$ cat src/rtl/wdt_cop_pkg.sv
package wdt_cop_pkg;
  typedef enum logic [1:0] {
    RATE_X1  = 2'b00,
    RATE_X4  = 2'b01,
    RATE_X16 = 2'b10,
    RATE_X64 = 2'b11
  } rate_e;

  localparam int unsigned MAX_RATE_CODE = 3;
  localparam int unsigned SC_BITS = 2 * MAX_RATE_CODE;

  function automatic logic [SC_BITS-1:0] rate_limit(input rate_e r);
    logic [SC_BITS:0] f;
    f = (SC_BITS+1)'(1) << (2 * r);
    return SC_BITS'(f - 1'b1);
  endfunction
endpackage

$ cat src/rtl/wdt_prescaler.sv
module wdt_prescaler #(
  parameter int unsigned PRE_BITS = 15
) (
  input  logic clk,
  input  logic rst_n,
  output logic tick
);
  logic [PRE_BITS-1:0] cnt_q, cnt_d;

  always_comb begin
    cnt_d = cnt_q + 1'b1;
  end

  always_ff @(posedge clk or negedge rst_n) begin
    if (!rst_n) cnt_q <= '0;
    else        cnt_q <= cnt_d;
  end

  assign tick = &cnt_q;

  // the prescaler tick is a single-cycle pulse
  a_r2_tick_pulse: assert property (@(posedge clk) disable iff (!rst_n)
    tick |=> !tick);
endmodule

$ cat src/rtl/wdt_rate_reg.sv
module wdt_rate_reg
  import wdt_cop_pkg::*;
#(
  parameter int unsigned WIN = 64
) (
  input  logic  clk,
  input  logic  rst_n,
  input  logic  special,
  input  logic  wr,
  input  rate_e wdata,
  output rate_e rate_q
);
  localparam int unsigned WBITS = $clog2(WIN + 1);
  localparam logic [WBITS-1:0] WIN_END = WBITS'(WIN);

  logic [WBITS-1:0] win_q, win_d;
  logic             done_q, done_d;
  rate_e            rate_d;
  logic             open, accept;

  always_comb begin
    open   = (win_q < WIN_END);
    accept = wr && (special || (open && !done_q));
    win_d  = open ? win_q + 1'b1 : win_q;
    done_d = done_q || (wr && !special && open);
    rate_d = accept ? wdata : rate_q;
  end

  always_ff @(posedge clk or negedge rst_n) begin
    if (!rst_n) begin
      win_q  <= '0;
      done_q <= 1'b0;
      rate_q <= RATE_X1;
    end else begin
      win_q  <= win_d;
      done_q <= done_d;
      rate_q <= rate_d;
    end
  end

  // once locked in normal mode the rate never changes
  a_r6_locked: assert property (@(posedge clk) disable iff (!rst_n)
    (!special && (done_q || !open)) |=> $stable(rate_q));
  // special-mode writes always land
  a_r7_special_wr: assert property (@(posedge clk) disable iff (!rst_n)
    (special && wr) |=> (rate_q == $past(wdata)));
endmodule

$ cat src/rtl/wdt_scaler.sv
module wdt_scaler
  import wdt_cop_pkg::*;
(
  input  logic  clk,
  input  logic  rst_n,
  input  logic  tick,
  input  logic  service,
  input  rate_e rate,
  input  logic  active,
  output logic  req
);
  logic [SC_BITS-1:0] cnt_q, cnt_d;
  logic               req_d;
  logic               fire;

  always_comb begin
    fire  = tick && !service && (cnt_q >= rate_limit(rate));
    req_d = fire && active;
    if (service || fire) cnt_d = '0;
    else if (tick)       cnt_d = cnt_q + 1'b1;
    else                 cnt_d = cnt_q;
  end

  always_ff @(posedge clk or negedge rst_n) begin
    if (!rst_n) begin
      cnt_q <= '0;
      req   <= 1'b0;
    end else begin
      cnt_q <= cnt_d;
      req   <= req_d;
    end
  end

  // request lasts one cycle
  a_r3_one_cycle: assert property (@(posedge clk) disable iff (!rst_n)
    req |=> !req);
  // a sampled service is never followed by a request
  a_r4_service_quiet: assert property (@(posedge clk) disable iff (!rst_n)
    service |=> !req);
endmodule

$ cat src/rtl/wdt_cop.sv
module wdt_cop
  import wdt_cop_pkg::*;
#(
  parameter int unsigned PRE_BITS = 15,
  parameter int unsigned WIN      = 64
) (
  input  logic       clk,
  input  logic       rst_n,
  input  logic       cfg_cop_en,
  input  logic       special_mode,
  input  logic       inh_clr,
  input  logic       rate_wr,
  input  logic [1:0] rate_wdata,
  input  logic       service,
  output logic [1:0] rate_cur,
  output logic       cop_rst_req
);
  logic [1:0] sync_q;
  logic       rst_i_n;
  logic       armed_q, en_q, mode_q, inh_q;
  logic       armed_d, en_d, mode_d, inh_d;
  logic       tick, active;
  rate_e      rate_q;

  always_ff @(posedge clk or negedge rst_n) begin
    if (!rst_n) sync_q <= 2'b00;
    else        sync_q <= {sync_q[0], 1'b1};
  end
  assign rst_i_n = sync_q[1];

  always_comb begin
    armed_d = 1'b1;
    en_d    = armed_q ? en_q   : cfg_cop_en;
    mode_d  = armed_q ? mode_q : special_mode;
    if (!armed_q)     inh_d = special_mode;
    else if (inh_clr) inh_d = 1'b0;
    else              inh_d = inh_q;
    active = en_q && !inh_q && armed_q;
  end

  always_ff @(posedge clk or negedge rst_i_n) begin
    if (!rst_i_n) begin
      armed_q <= 1'b0;
      en_q    <= 1'b0;
      mode_q  <= 1'b0;
      inh_q   <= 1'b0;
    end else begin
      armed_q <= armed_d;
      en_q    <= en_d;
      mode_q  <= mode_d;
      inh_q   <= inh_d;
    end
  end

  wdt_prescaler #(.PRE_BITS(PRE_BITS)) u_pre (
    .clk(clk), .rst_n(rst_i_n), .tick(tick)
  );

  wdt_rate_reg #(.WIN(WIN)) u_rate (
    .clk(clk), .rst_n(rst_i_n), .special(mode_q), .wr(rate_wr),
    .wdata(rate_e'(rate_wdata)), .rate_q(rate_q)
  );

  wdt_scaler u_scl (
    .clk(clk), .rst_n(rst_i_n), .tick(tick), .service(service),
    .rate(rate_q), .active(active), .req(cop_rst_req)
  );

  assign rate_cur = rate_q;

  // a watchdog disabled at reset never requests
  a_r8_disabled: assert property (@(posedge clk) disable iff (!rst_i_n)
    (armed_q && !en_q) |=> !cop_rst_req);
  // no request while inhibited
  a_r9_inhibit: assert property (@(posedge clk) disable iff (!rst_i_n)
    inh_q |=> !cop_rst_req);
  // sampled enable stays fixed until the next reset
  a_r8_en_frozen: assert property (@(posedge clk) disable iff (!rst_i_n)
    armed_q |=> $stable(en_q));
endmodule

$ cat config.mk
export PLATFORM = sky130hd
export DESIGN_NAME = wdt_cop
export DESIGN_NICKNAME = d
export VERILOG_FILES = /design/src/rtl/wdt_cop_pkg.sv /design/src/rtl/wdt_prescaler.sv /design/src/rtl/wdt_rate_reg.sv /design/src/rtl/wdt_scaler.sv /design/src/rtl/wdt_cop.sv
export SDC_FILE = /design/constraint.sdc
export NUM_CORES = 1
export LEC_CHECK = 0
export BUFFER_PORTS_ARGS = -buffer_cell sky130_fd_sc_hd__buf_2
export CAP_MARGIN = 40
export CORE_UTILIZATION = 58
export DETAILED_ROUTE_END_ITERATION = 10
export PLACE_DENSITY = 0.87
export SLEW_MARGIN = 20
export SYNTH_ARGS = -nofsm -noshare
export SYNTH_HDL_FRONTEND = slang
export SYNTH_SLANG_ARGS = --single-unit
export TNS_END_PERCENT = 30
$ cat constraint.sdc
create_clock -name clk -period 1.4 [get_ports clk]
set_input_delay 0.35 -clock clk [delete_from_list [all_inputs] [get_ports clk]]
set_output_delay 0.35 -clock clk [all_outputs]
set_load 0.05 [all_outputs]
Word-level counts from Yosys, hierarchy flattened
Cells that the tools add are included.

storage, ports and cells
  flip-flop bits (word level) = 38
  input bits = 9
  output and inout port bits = 3
  word-level logic and storage cells = 41

operators by class
  reductions and logical operators = 18
  magnitude comparators = 2
  multiplexer cells = 4
  shift operators = 1
  equal/unequal tests = 1
  $add $sub $neg = 4

operators by type and width
  operator                 number
  $add A15 B1 Y15 const B  1
  $reduce_and A15 Y1       1
  $mux W6                  2
  $logic_and A1 B1 Y1      9
  $add A7 B1 Y7 const B    1
  $lt A7 B7 Y1 const B     1
  $add A6 B1 Y6 const B    1
  $ge A6 B6 Y1             1
  $shl A1 B3 Y6 const A    1
  $sub A6 B1 Y6 const B    1
  $logic_not A1 Y1         4
  $logic_or A1 B1 Y1       3
  $mux W1                  2
  $ne A2 B2 Y1 const B     1
  $reduce_bool A2 Y1       1

Depth between registers and ports, before layout
  word-level depth = 6
  mapped depth = 7
  depth with buffers taken out = 7

Cells and area by module
A second synthesis with hierarchy kept.

second synthesis, totals
  cell total of the unflattened synthesis = 153
  area, all modules = 1845.5 µm²

modules (own cells, without submodules)
  module         sequential area each (µm²)  area each (µm²)  cells an instance  instances
  wdt_prescaler  375.4                       691.9            54                 1
  wdt_scaler     175.2                       509.2            52                 1
  wdt_rate_reg   250.2                       449.2            31                 1
  wdt_cop        150.1                       195.2            16                 1

Worst setup path before layout
OpenSTA, ideal clock, no wires.

  path kind = register to register
  start point = register u_rate.rate_q[0]
  end point = register u_scl.cnt_q[0]
  path slack = -0.730 ns
  data required time = 1.323 ns
  buffers on the path = 0
  period minus slack after synthesis = 2.130 ns
  stages on the path, launching flop included = 8
  data arrival time = 2.052 ns
  library setup time = 0.077 ns
  cells stage by stage = dfrtp_1 -> or2_2 -> ha_1 -> nand2b_1 -> a21oi_1 -> o21ai_0 -> or3_1 -> a21oi_1

between the ends
  longest elaborated chain between the ends = 6
  elaborated cells on any way between the ends = 7
  those cells by class = 1 x add/sub; 1 x order compare; 1 x shift; 1 x mux; 3 x reduce/logical

ends and longest elaborated chain
  what                                                  RTL line            RTL
  start: declaration                                    wdt_rate_reg.sv:11  output rate_e rate_q
  start signal: assignment                              wdt_rate_reg.sv:37  rate_q <= rate_d;
  $shl A1 B3 Y6 (*)                                     wdt_cop_pkg.sv:14   f = (SC_BITS+1)'(1) << (2 * r);
  $sub A6 B1 Y6 (*)                                     wdt_cop_pkg.sv:15   return SC_BITS'(f - 1'b1);
  $ge A6 B6 Y1 (*)                                      wdt_scaler.sv:17    fire = tick && !service && (cnt_q >= rate_limit(rate));
  $logic_and A1 B1 Y1 (*)                               wdt_scaler.sv:17
  $logic_or A1 B1 Y1 (*)                                wdt_scaler.sv:19    if (service || fire) cnt_d = '0;
  $mux W6 / $reduce_bool A2 Y1 (equally long branches)  n/a
  end signal: assignment                                wdt_scaler.sv:29    cnt_q <= cnt_d;
  end: declaration                                      wdt_scaler.sv:12    logic [SC_BITS-1:0] cnt_q, cnt_d;

Every way passes the cells marked *; elsewhere a longest branch is shown, timed or not.
A chain may end at the register's enable or synchronous reset.

Final worst setup path
Ends and elaborated chain as after synthesis.

==> results.yml <==
routing:
  vias: 1340
  wl_um: 3920
  first_iter_violations: 105
  firstDrtPassIters: 7
  drc: 2
  detail-route-antenna-nets: 0
  drt-vias-per-instance: 5.63
  wire_per_inst_um: 16.5
logic_synthesis:
  synthArstFlopShare_pct: 100
  synth_area_leaders: "dfrtp_1 54%, ha_1 6.4%, xnor2_1 6.0%"
  ys_types: 33
  synth-warning-count: 0
  synth_top_cell_area_share_pct: 54.3
  ys_seq_area_share_pct: 54.3
  synth_top_area_cell: "dfrtp_1"
  ys_seq_elements: 38
  syn-cell-area_sq_um: 1750
  synth_area_per_cell_sq_um: 11.3
  synth_ff_type: "dfrtp_1"
  yosysMostFrequentCell: "dfrtp_1"
  synth_edf_count: 0
  ys_top_cells_by_count: "38 x dfrtp_1, 14 x nand2_1, 12 x xnor2_1, 9 x ha_1, 9 x nor2_1"
  synth_cells: 155
worst_setup_path:
  critPathArrivalTime_ps: 2330
  crit_type: "reg2reg"
  cp.required_ps: 1690
  critical_path.max_fanout: 3
  critPathCaptureType: "flop"
  start_kind: "flop"
floorplanning:
  io_pins: 12
  initial_utilization_pct: 62.4
  die_x_um: 56.9
  dieHeight_um: 56.9
  core_sq_um: 2810
  die_area_sq_um: 3240
  rows: 19
sta:
  hold_viol: 0
  max_freq_mhz: 490
  clock_skew_ps: 10.5
  rsz0062_at_grt: "yes"
  slew_viol_final: 0
  setup_ws_ps: -641
  setup_viol: 11
  timing.final.crit_share_pct: 146
  fin_crit_ps: 2040
clock_network:
  cts.clk_slew.worst_paths_ps: 120
  numCtsBuffers: 5
  clock_sinks: 38
  clk_latency_ps: 350
  cts_tree: "yes"
  clockBufferDepth: 2
  root_buffer: "clkbuf_4"
  htreeDepth: 2
cells_and_area:
  fill_cells: 158
  drive_above_1_share_pct: 36.2
  fin_nets: 224
  syn2layout_area_growth_pct: 30.7
  antenna_cells: 0
pwr:
  peakVddDrop_mv: 1.14
  leakage_nw: 1.16
  power_density_nw_per_um2: 1070
  p_total_mw: 2.45
worst_hold_path:
  hold_class: "reg2async"
place:
  place.port_buffers: 11
  place_worst_setup_slack_ps: -666
  dp_hpwl_um: 2610
  gp_congestion: 0.780
global_routing:
  grt_pass1_vias: 1507
  antenna_found_initial: 0
  grt_use_total_pct: 27.5
  overflow: 0
  grt_max_degree: 24
  grt_pass1_wl_um: 6560
outcome:
  violations: "design-rule violations, negative setup slack"
  outcome: "finished, violations left"
run:
  drv_cap: 0
[worst max-delay path, stage by stage, from the launching register on]
cell and delay [ps]:
dfrtp_2 450, or2_4 280, ha_4 220, nand2b_4 150
a21oi_4 120, buf_4 120, o21ai_1 90, or3_1 390
a21oi_2 160
[power by group]
group	total, mW	internal (mW)	switching, mW
logic	0.374	0.174	0.199
registers	1.15	1.12	0.0216
clock network	0.932	0.558	0.373
total	2.45	1.86	0.594
[layout by cell type, fill, tap and decap left out, types with 4 or more instances in the layout]
master    instances
nand4_1           4
dfrtp_1          36
buf_4            31
mux2_2            4
nor2b_1           4
inv_1             8
nand3_1           7
xor2_1            6
nand2_1          14
nor2_1            6
buf_2             9
xnor2_1          12
ha_1              8
and3_1            5
clkbuf_4          5
[cells by family after synthesis]
family,count (synthesis),share of synthesized area (%)
xor gates and xnor gates,18,9.01
buffers and inverters,9,1.93
muxes,4,2.57
DFF,38,54.3
adders and majority gates,9,6.43
other,1,0.214
and+or+nand+nor,57,17.8
AOI/OAI and AO/OA,19,7.72
[worst paths after layout]
kind | startpoint | slack, ps | depth (start not counted) | endpoint
hold reg to reg | sync_q[1] | 210 | 1 | inh_q
max in group asynchronous | sync_q[1] | 910 | 1 | u_pre.cnt_q[14]
min in group clk | inh_clr | 210 | 2 | inh_q
setup / recovery | u_rate.rate_q[0] | -640 | 8 | u_scl.cnt_q[0]
setup reg to reg | u_rate.rate_q[0] | -640 | 8 | u_scl.cnt_q[0]
hold / removal | sync_q[1] | 210 | 1 | inh_q
[layout make-up]
| class | count | area (sq um) | share of cell area [%] |
|---|---|---|---|
| multi-input combinational | 109 | 838 | 36.6 |
| clock buffer | 5 | 37.5 | 1.64 |
| clock inverter | 3 | 68.8 | 3.01 |
| sequential | 38 | 953 | 41.7 |
| timing repair buffer | 44 | 322 | 14.1 |
| inverter | 8 | 30.0 | 1.31 |
| tap | 31 | 38.8 | 1.69 |
[repair_timing]
action | in CTS | in global routing
pin swaps | 10 | 5
endpoints found under the hold margin | 2 | 0
hold buffers | 1 | 0
gates resized for setup | 15 | 3
setup buffers | 3 | 2
setup endpoints to repair | 12 | 15
[sequential cells by signal, indices dropped and copies added, names as in the netlist]
name	flops
armed_q	1
u_scl.req	1
sync_q	2
inh_q	1
mode_q	1
u_rate.rate_q	2
u_pre.cnt_q	15
u_rate.win_q	7
u_rate.done_q	1
u_scl.cnt_q	6
en_q	1
[per-layer routing]
layer	vias to the layer above	wire (um)	GRT usage, %
met4	0	164	14.6
met5	-	0	0
li1	634	-	-
met1	660	1510	27.9
met3	15	98	5.22
met2	31	2140	52.6
[per-stage QoR]
step	utilization, %	hold slack, ps	cell area, sq um	TNS, ps	std cells
6_report	81.6	205	2290	-4480	238
5_1_grt	81.6	183	2290	-5460	238
4_1_cts	80.6	192	2260	-3410	236
3_5_place_dp	73.1	139	2050	-3830	224
3_3_place_gp	73.1	136	2050	-3150	224
2_1_floorplan	-	54.4	1760	-3740	156
No activity file was read; power rests on OpenSTA's default activity.
